$ cat src/rtl/fmx_pkg.sv
package fmx_pkg;
  typedef enum logic [1:0] {
    ACC_READ  = 2'd0,
    ACC_FETCH = 2'd1,
    ACC_PROG  = 2'd2,
    ACC_ERASE = 2'd3
  } acc_kind_e;

  // Only read-side traffic follows the mirror mapping.
  function automatic logic follows_mirror(acc_kind_e k);
    return (k == ACC_READ) || (k == ACC_FETCH);
  endfunction
endpackage

$ cat src/rtl/fmx_swap_ctrl.sv
module fmx_swap_ctrl (
  input  logic clk,
  input  logic rst_n,
  input  logic swap_wr,
  input  logic banks_idle,
  output logic mirror_q,
  output logic pending_q,
  output logic swap_busy,
  output logic inval_pulse
);
  logic fire;

  assign swap_busy   = swap_wr | pending_q;
  assign fire        = swap_busy & banks_idle;
  assign inval_pulse = fire;

  always_ff @(posedge clk) begin
    if (!rst_n) begin
      mirror_q  <= 1'b0;
      pending_q <= 1'b0;
    end else if (fire) begin
      mirror_q  <= ~mirror_q;
      pending_q <= 1'b0;
    end else if (swap_wr) begin
      pending_q <= 1'b1;
    end
  end

  // the invalidate pulse marks the cycle whose edge flips the state
  p_inval_flips_r6: assert property (@(posedge clk) disable iff (!rst_n)
    inval_pulse |=> (mirror_q != $past(mirror_q)));

  // without a pulse the mirror state holds
  p_no_flip_quiet_r7: assert property (@(posedge clk) disable iff (!rst_n)
    !inval_pulse |=> $stable(mirror_q));

  // a pending swap survives a busy cycle
  p_pending_holds_r7: assert property (@(posedge clk) disable iff (!rst_n)
    (pending_q && !banks_idle) |=> pending_q);

  // a pending swap resolves in the first idle cycle
  p_pending_clears_r7: assert property (@(posedge clk) disable iff (!rst_n)
    (pending_q && banks_idle) |=> !pending_q);

  // the pulse is never raised while banks are busy
  p_inval_idle_r6: assert property (@(posedge clk) disable iff (!rst_n)
    inval_pulse |-> banks_idle);
endmodule

$ cat src/rtl/fmx_remap.sv
module fmx_remap #(
  parameter int ADDR_W = 24,
  parameter int SPAN_W = 20
) (
  input  logic              mirror,
  input  fmx_pkg::acc_kind_e kind,
  input  logic [ADDR_W-1:0] addr_i,
  output logic [ADDR_W-1:0] addr_o
);
  localparam int HALF_BIT = SPAN_W - 1;

  logic in_window;

  generate
    if (ADDR_W > SPAN_W) begin : g_window
      assign in_window = (addr_i[ADDR_W-1:SPAN_W] == '0);
    end else begin : g_full
      assign in_window = 1'b1;
    end
  endgenerate

  logic flip;
  assign flip = mirror & in_window & fmx_pkg::follows_mirror(kind);

  always_comb begin
    addr_o = addr_i;
    addr_o[HALF_BIT] = addr_i[HALF_BIT] ^ flip;
  end
endmodule

$ cat src/rtl/fmx_translator.sv
module fmx_translator #(
  parameter int ADDR_W = 24,
  parameter int SPAN_W = 20
) (
  input  logic              clk,
  input  logic              rst_n,
  input  logic              swap_wr,
  input  logic              banks_idle,
  output logic              mirror_state,
  output logic              swap_pending,
  output logic              pf_inval,
  input  logic              req_valid,
  output logic              req_ready,
  input  logic [1:0]        req_kind,
  input  logic [ADDR_W-1:0] req_addr,
  output logic              fl_valid,
  input  logic              fl_ready,
  output logic [1:0]        fl_kind,
  output logic [ADDR_W-1:0] fl_addr
);
  import fmx_pkg::*;

  acc_kind_e kind;
  logic      swap_busy;
  logic      stall;

  assign kind = acc_kind_e'(req_kind);

  fmx_swap_ctrl u_ctrl (
    .clk        (clk),
    .rst_n      (rst_n),
    .swap_wr    (swap_wr),
    .banks_idle (banks_idle),
    .mirror_q   (mirror_state),
    .pending_q  (swap_pending),
    .swap_busy  (swap_busy),
    .inval_pulse(pf_inval)
  );

  fmx_remap #(.ADDR_W(ADDR_W), .SPAN_W(SPAN_W)) u_remap (
    .mirror (mirror_state),
    .kind   (kind),
    .addr_i (req_addr),
    .addr_o (fl_addr)
  );

  assign stall     = swap_busy & follows_mirror(kind);
  assign fl_valid  = req_valid & ~stall;
  assign req_ready = fl_ready & ~stall;
  assign fl_kind   = req_kind;

  // no read or fetch leaves while a swap waits
  p_stall_pending_r8: assert property (@(posedge clk) disable iff (!rst_n)
    swap_pending |-> !(fl_valid && follows_mirror(acc_kind_e'(fl_kind))));

  // program and erase keep the physical address
  p_phys_write_r4: assert property (@(posedge clk) disable iff (!rst_n)
    (fl_valid && !follows_mirror(acc_kind_e'(fl_kind))) |-> (fl_addr == req_addr));

  // back-pressure from the flash reaches the master
  p_backpressure_r9: assert property (@(posedge clk) disable iff (!rst_n)
    !fl_ready |-> !req_ready);
endmodule

$ cat config.mk
export PLATFORM = sky130hd
export DESIGN_NAME = fmx_translator
export DESIGN_NICKNAME = d
export VERILOG_FILES = /design/src/rtl/fmx_pkg.sv /design/src/rtl/fmx_swap_ctrl.sv /design/src/rtl/fmx_remap.sv /design/src/rtl/fmx_translator.sv
export SDC_FILE = /design/constraint.sdc
export NUM_CORES = 1
export LEC_CHECK = 0
export BUFFER_PORTS_ARGS = -buffer_cell sky130_fd_sc_hd__buf_2
export CAP_MARGIN = 25
export CORE_AREA = 2 2 39 41
export DETAILED_ROUTE_END_ITERATION = 7
export DIE_AREA = 0 0 41 43
export GPL_TIMING_DRIVEN = 0
export HOLD_SLACK_MARGIN = 0.1
export PLACE_DENSITY_LB_ADDON = 0.1
export SYNTH_ARGS = -nofsm -noshare
export SYNTH_HDL_FRONTEND = slang
export SYNTH_SLANG_ARGS = --single-unit
$ cat constraint.sdc
create_clock -name clk -period 1.95 [get_ports clk]
set_input_delay 0.2925 -clock clk [delete_from_list [all_inputs] [get_ports clk]]
set_output_delay 0.2925 -clock clk [all_outputs]
set_load 0.05 [all_outputs]
* Word level (Yosys, flattened, before mapping)
Index checks and enable logic that the tools add are counted.
** Storage, ports and cells
- Bits in latches :: 0
- Memory bits (read-only) :: 0
- Output and inout port bits :: 31
- Input port bits :: 32
- Memory bits (writable) :: 0
- Word-level logic and storage cells :: 18
- Bits in registers :: 2
- Memories :: 0
** Cells by class
- Divide/modulo/power cells :: 0
- Bitwise gates (word level) :: 11
- Equality and inequality tests :: 1
- Reductions and logical operators :: 4
- Add/subtract/negate cells :: 0
- Mux-type cells :: 0
- Magnitude comparators :: 0
- Multiply operators :: 0
- Shift-type cells :: 0
** Operators with widths (number)
- $and 1x1->1 :: 6
- $logic_not 4->1 :: 1
- $not 1->1 :: 3
- $eq 2x1->1 const B :: 1
- $logic_not 2->1 :: 1
- $reduce_or 2->1 :: 1
- $logic_or 1x1->1 :: 1
- $or 1x1->1 :: 1
- $xor 1x1->1 :: 1

* Depth between registers and ports, before layout
- Depth after elaboration :: 5
- Depth in mapped cells :: 3
- Depth with buffers taken out :: 3

* Modules after synthesis
From an unflattened synthesis, not the netlist that was laid out.
** Unflattened totals
- Cells, all modules :: 39
- Area total of the unflattened synthesis :: 319.1 µm²
** By module, submodules not included
- fmx_remap :: times used 1, seq. area each 0.0 µm², area an instance 201.4 µm², cells an instance 26
- fmx_swap_ctrl :: times used 1, seq. area each 40.0 µm², area an instance 83.8 µm², cells an instance 8
- fmx_translator :: times used 1, seq. area each 0.0 µm², area an instance 33.8 µm², cells an instance 5

* Worst setup path before layout
OpenSTA, ideal clock, no wires.
- Path kind :: reg2out
- From :: register u_ctrl.mirror_q
- To :: output port fl_addr[19]
- Required time :: 1.657 ns
- Cell stages (with the launch flop) :: 3
- Arrival time :: 1.641 ns
- Buffers on the path :: 0
- Slack :: 0.016 ns
- Path through :: dfxtp_1 > nand3b_1 > xnor2_1
** On the way
- Cells in the longest elaborated chain, start to end :: 3
** Ends and longest elaborated chain
- start: declaration :: line fmx_swap_ctrl.sv:6 : output logic mirror_q,
- start signal: assignment :: line fmx_swap_ctrl.sv:22 : mirror_q <= ~mirror_q;
- $and 1x1->1 (2 in series) :: line fmx_remap.sv:23 : assign flip = mirror & in_window & fmx_pkg::follows_mirror(kind);
- $xor 1x1->1 :: line fmx_remap.sv:27 : addr_o[HALF_BIT] = addr_i[HALF_BIT] ^ flip;
- end: declaration :: line fmx_translator.sv:19 : output logic [ADDR_W-1:0] fl_addr
Every way passes these cells.

* Final worst setup path
- From :: input port req_addr[20]
- To :: output port fl_addr[19]
** On the way
- Cells in the longest elaborated chain, start to end :: 4
** Ends and longest elaborated chain
- start: declaration :: line fmx_translator.sv:15 : input logic [ADDR_W-1:0] req_addr,
- $logic_not 4->1 :: line fmx_remap.sv:16 : assign in_window = (addr_i[ADDR_W-1:SPAN_W] == '0);
- $and 1x1->1 (2 in series) :: line fmx_remap.sv:23
- $xor 1x1->1 :: line fmx_remap.sv:27
Every way passes these cells.

==> metrics <==
status=complete, no violations; Clock Pin Slew Worst Setup and Hold Paths=0.03 ns; Hold Path Class=input port to flop; Mapped Nets=70; Synth area leaders=buf_4 62%, dfxtp_1 13%, xnor2_1 5.8%; Worst Reg2Reg Path Length in Cells=3; Slowest Stage Delay on Critical Path=0.27 ns; critical-path cell list=buf_2, nor4_1, nand3b_1, xnor2_1, buf_2; part of the cycle the worst path needs=0.761; Global Route Usage Sum=0.0952; Max Clock Freq=674 MHz; Pwr Total=361 µW; Num CTS Buffers=3; CP dominant cell by count=buf_2; n_diodes=0; Power per Cell Area=649 nW/µm²; antenna violations before repair=0; Yosys reg bits=2; die height=43 µm; Syn. warnings=0; RSZ-0062 raised after global routing=no; Setup-failing EPs final=0; Pins Over Slew Limit=0; top cell type's share of synthesized area=0.617; initial drt markers=1; largest net degree at the start of global routing=5; dpl hpwl=764 µm; crit path launch type=input port; Root Driver=clkbuf_4; mapped cell area=304 µm²; Avg Inst Size Synth=8.00 µm²; Port Buf Inserts=42; CP Capture Type=output port; Post-CTS Setup Inserts=0; CTS tree=done; slowest stage cell, crit path=buf_2; Placed Area=534 µm²; setup TNS=0 ns; Mapped Cells=38; total grt overflow=0; biggest area consumer among synthesized cells=buf_4; Final Hold Violating Endpoints=0; Leak=0.346 nW; Seq pwr share=0.131; top_reg_cell synth=dfxtp_1; worst slack at placement=0.443 ns; Worst Path Required=1.66 ns; worst vdd ir=345 µV; most frequent cell after synthesis=buf_4; Async S/R FF share, synth=0; P_sw=179 µW; Synth top cells by count=25 x buf_4, 2 x dfxtp_1, 2 x o21a_1, 2 x xnor2_1; logic gate share of total power=0.620; DR WL/cell=8.37 µm; Seq/Total Area, Yosys=0.132; routed wire length=829 µm; Critical Path AT=1.19 ns; clock buffer depth=2; layout cell share with drive strength beyond 1=0.855; DRC viols=0; Clock Sinks=2; Clk Latency, worst-skew pair=0.22 ns; Crit Path Class=input port to output port; number of vias per cell=3.51; post-CTS resize count=0; I/O pin total=63; max-cap violations=0; Sw Share=0.495; die width=41 µm; DRT antenna net count=0; power share of the clock group=0.249; Syn-to-layout area delta=83.1%; Cell variety after synth=11; # hold bufs at CTS=0; Slew @ Worst Pin=0.253 ns; 1st-pass router iterations=2; CTS HTree Levels=1; final net count=117; worst hold margin=0.262 ns; Internal Pwr Total=182 µW; Cell Rows=14; Core Region=1380 µm²; slew margin rel.=0.832; EDFF count, synth=0; WHS Path Cells=2; die area=1760 µm²; Starting Density=0.220; CP Max Fanout=2; Finished Cell Area=557 µm²; Final Worst Setup Slack=0.465 ns; first-pass GRT wire length=1.13 mm; GP Congestion=0.595; Vias=347; vias in the first global route=295; clock skew=0.00379 ns; Period minus WS final=1.48 ns
## cell families after synthesis
family,synth area share
AO/OA/AOI/OAI,0.0782
buffers and inverters,0.630
XOR/XNOR,0.0576
flip-flops,0.132
AND/OR/NAND/NOR,0.103
## cell usage in the layout, fill, tap and decap left out
master    count
nor4_1        1
nor3b_1       1
o21a_1        2
dfxtp_1       2
nand3b_1      1
and2_1        1
buf_2        42
o21ai_2       1
inv_1         1
xnor2_1       2
clkbuf_4      3
buf_4        25
nor2_1        1
## critical path, delay by kind of cell
| kind | cells | cell delay (ns) |
|---|---|---|
| buffers and inverters | 2 | 0.38 |
| XOR/XNOR | 1 | 0.13 |
| AND/OR/NAND/NOR | 2 | 0.38 |
## cell type report
class                   instances  area, µm²
flip-flops and latches          2       40.0
inverters                       1       3.75
repair buffers                 42        210
plain buffers                  25        188
fillers                       157        827
clock buffers                   3       22.5
multi-input cells              10       72.6
well taps                      16       20.0
## state kept, by name, summed over array words and instances, names as in the netlist
| signal | flops |
|---|---|
| u_ctrl.mirror_q | 1 |
| u_ctrl.pending_q | 1 |
## path summary, 6_finish.rpt
check,from,end,slack [ns]
min,banks_idle,u_ctrl.pending_q,0.26
min reg2reg,u_ctrl.mirror_q,u_ctrl.mirror_q,0.60
max,req_addr[20],fl_addr[19],0.47
max reg2reg,u_ctrl.pending_q,u_ctrl.mirror_q,1.15
## per-layer routing
metal | GRT usage | vias to the layer above | routed length [µm]
met5 | 0 | - | 0
met4 | 0.0200 | 0 | 0
li1 | - | 186 | -
met1 | 0.0990 | 131 | 303
met3 | 0.0733 | 0 | 159
met2 | 0.147 | 30 | 366
## through the flow
step                utilization  cells
global route              0.402     99
floorplan                     -     38
CTS                       0.402     99
finish                    0.402     99
global placement          0.386     96
detailed placement        0.386     96
## power groups by stage
stage	Clock (mW)	Combinational [mW]	Sequential, mW
floorplan	0	0.169	0.0584
global placement	0	0.225	0.0478
global route	0.0978	0.235	0.0481
finish	0.0899	0.224	0.0475
CTS	0.0958	0.225	0.0475
detailed placement	0	0.225	0.0480
Power figures use the tool's default switching activity.
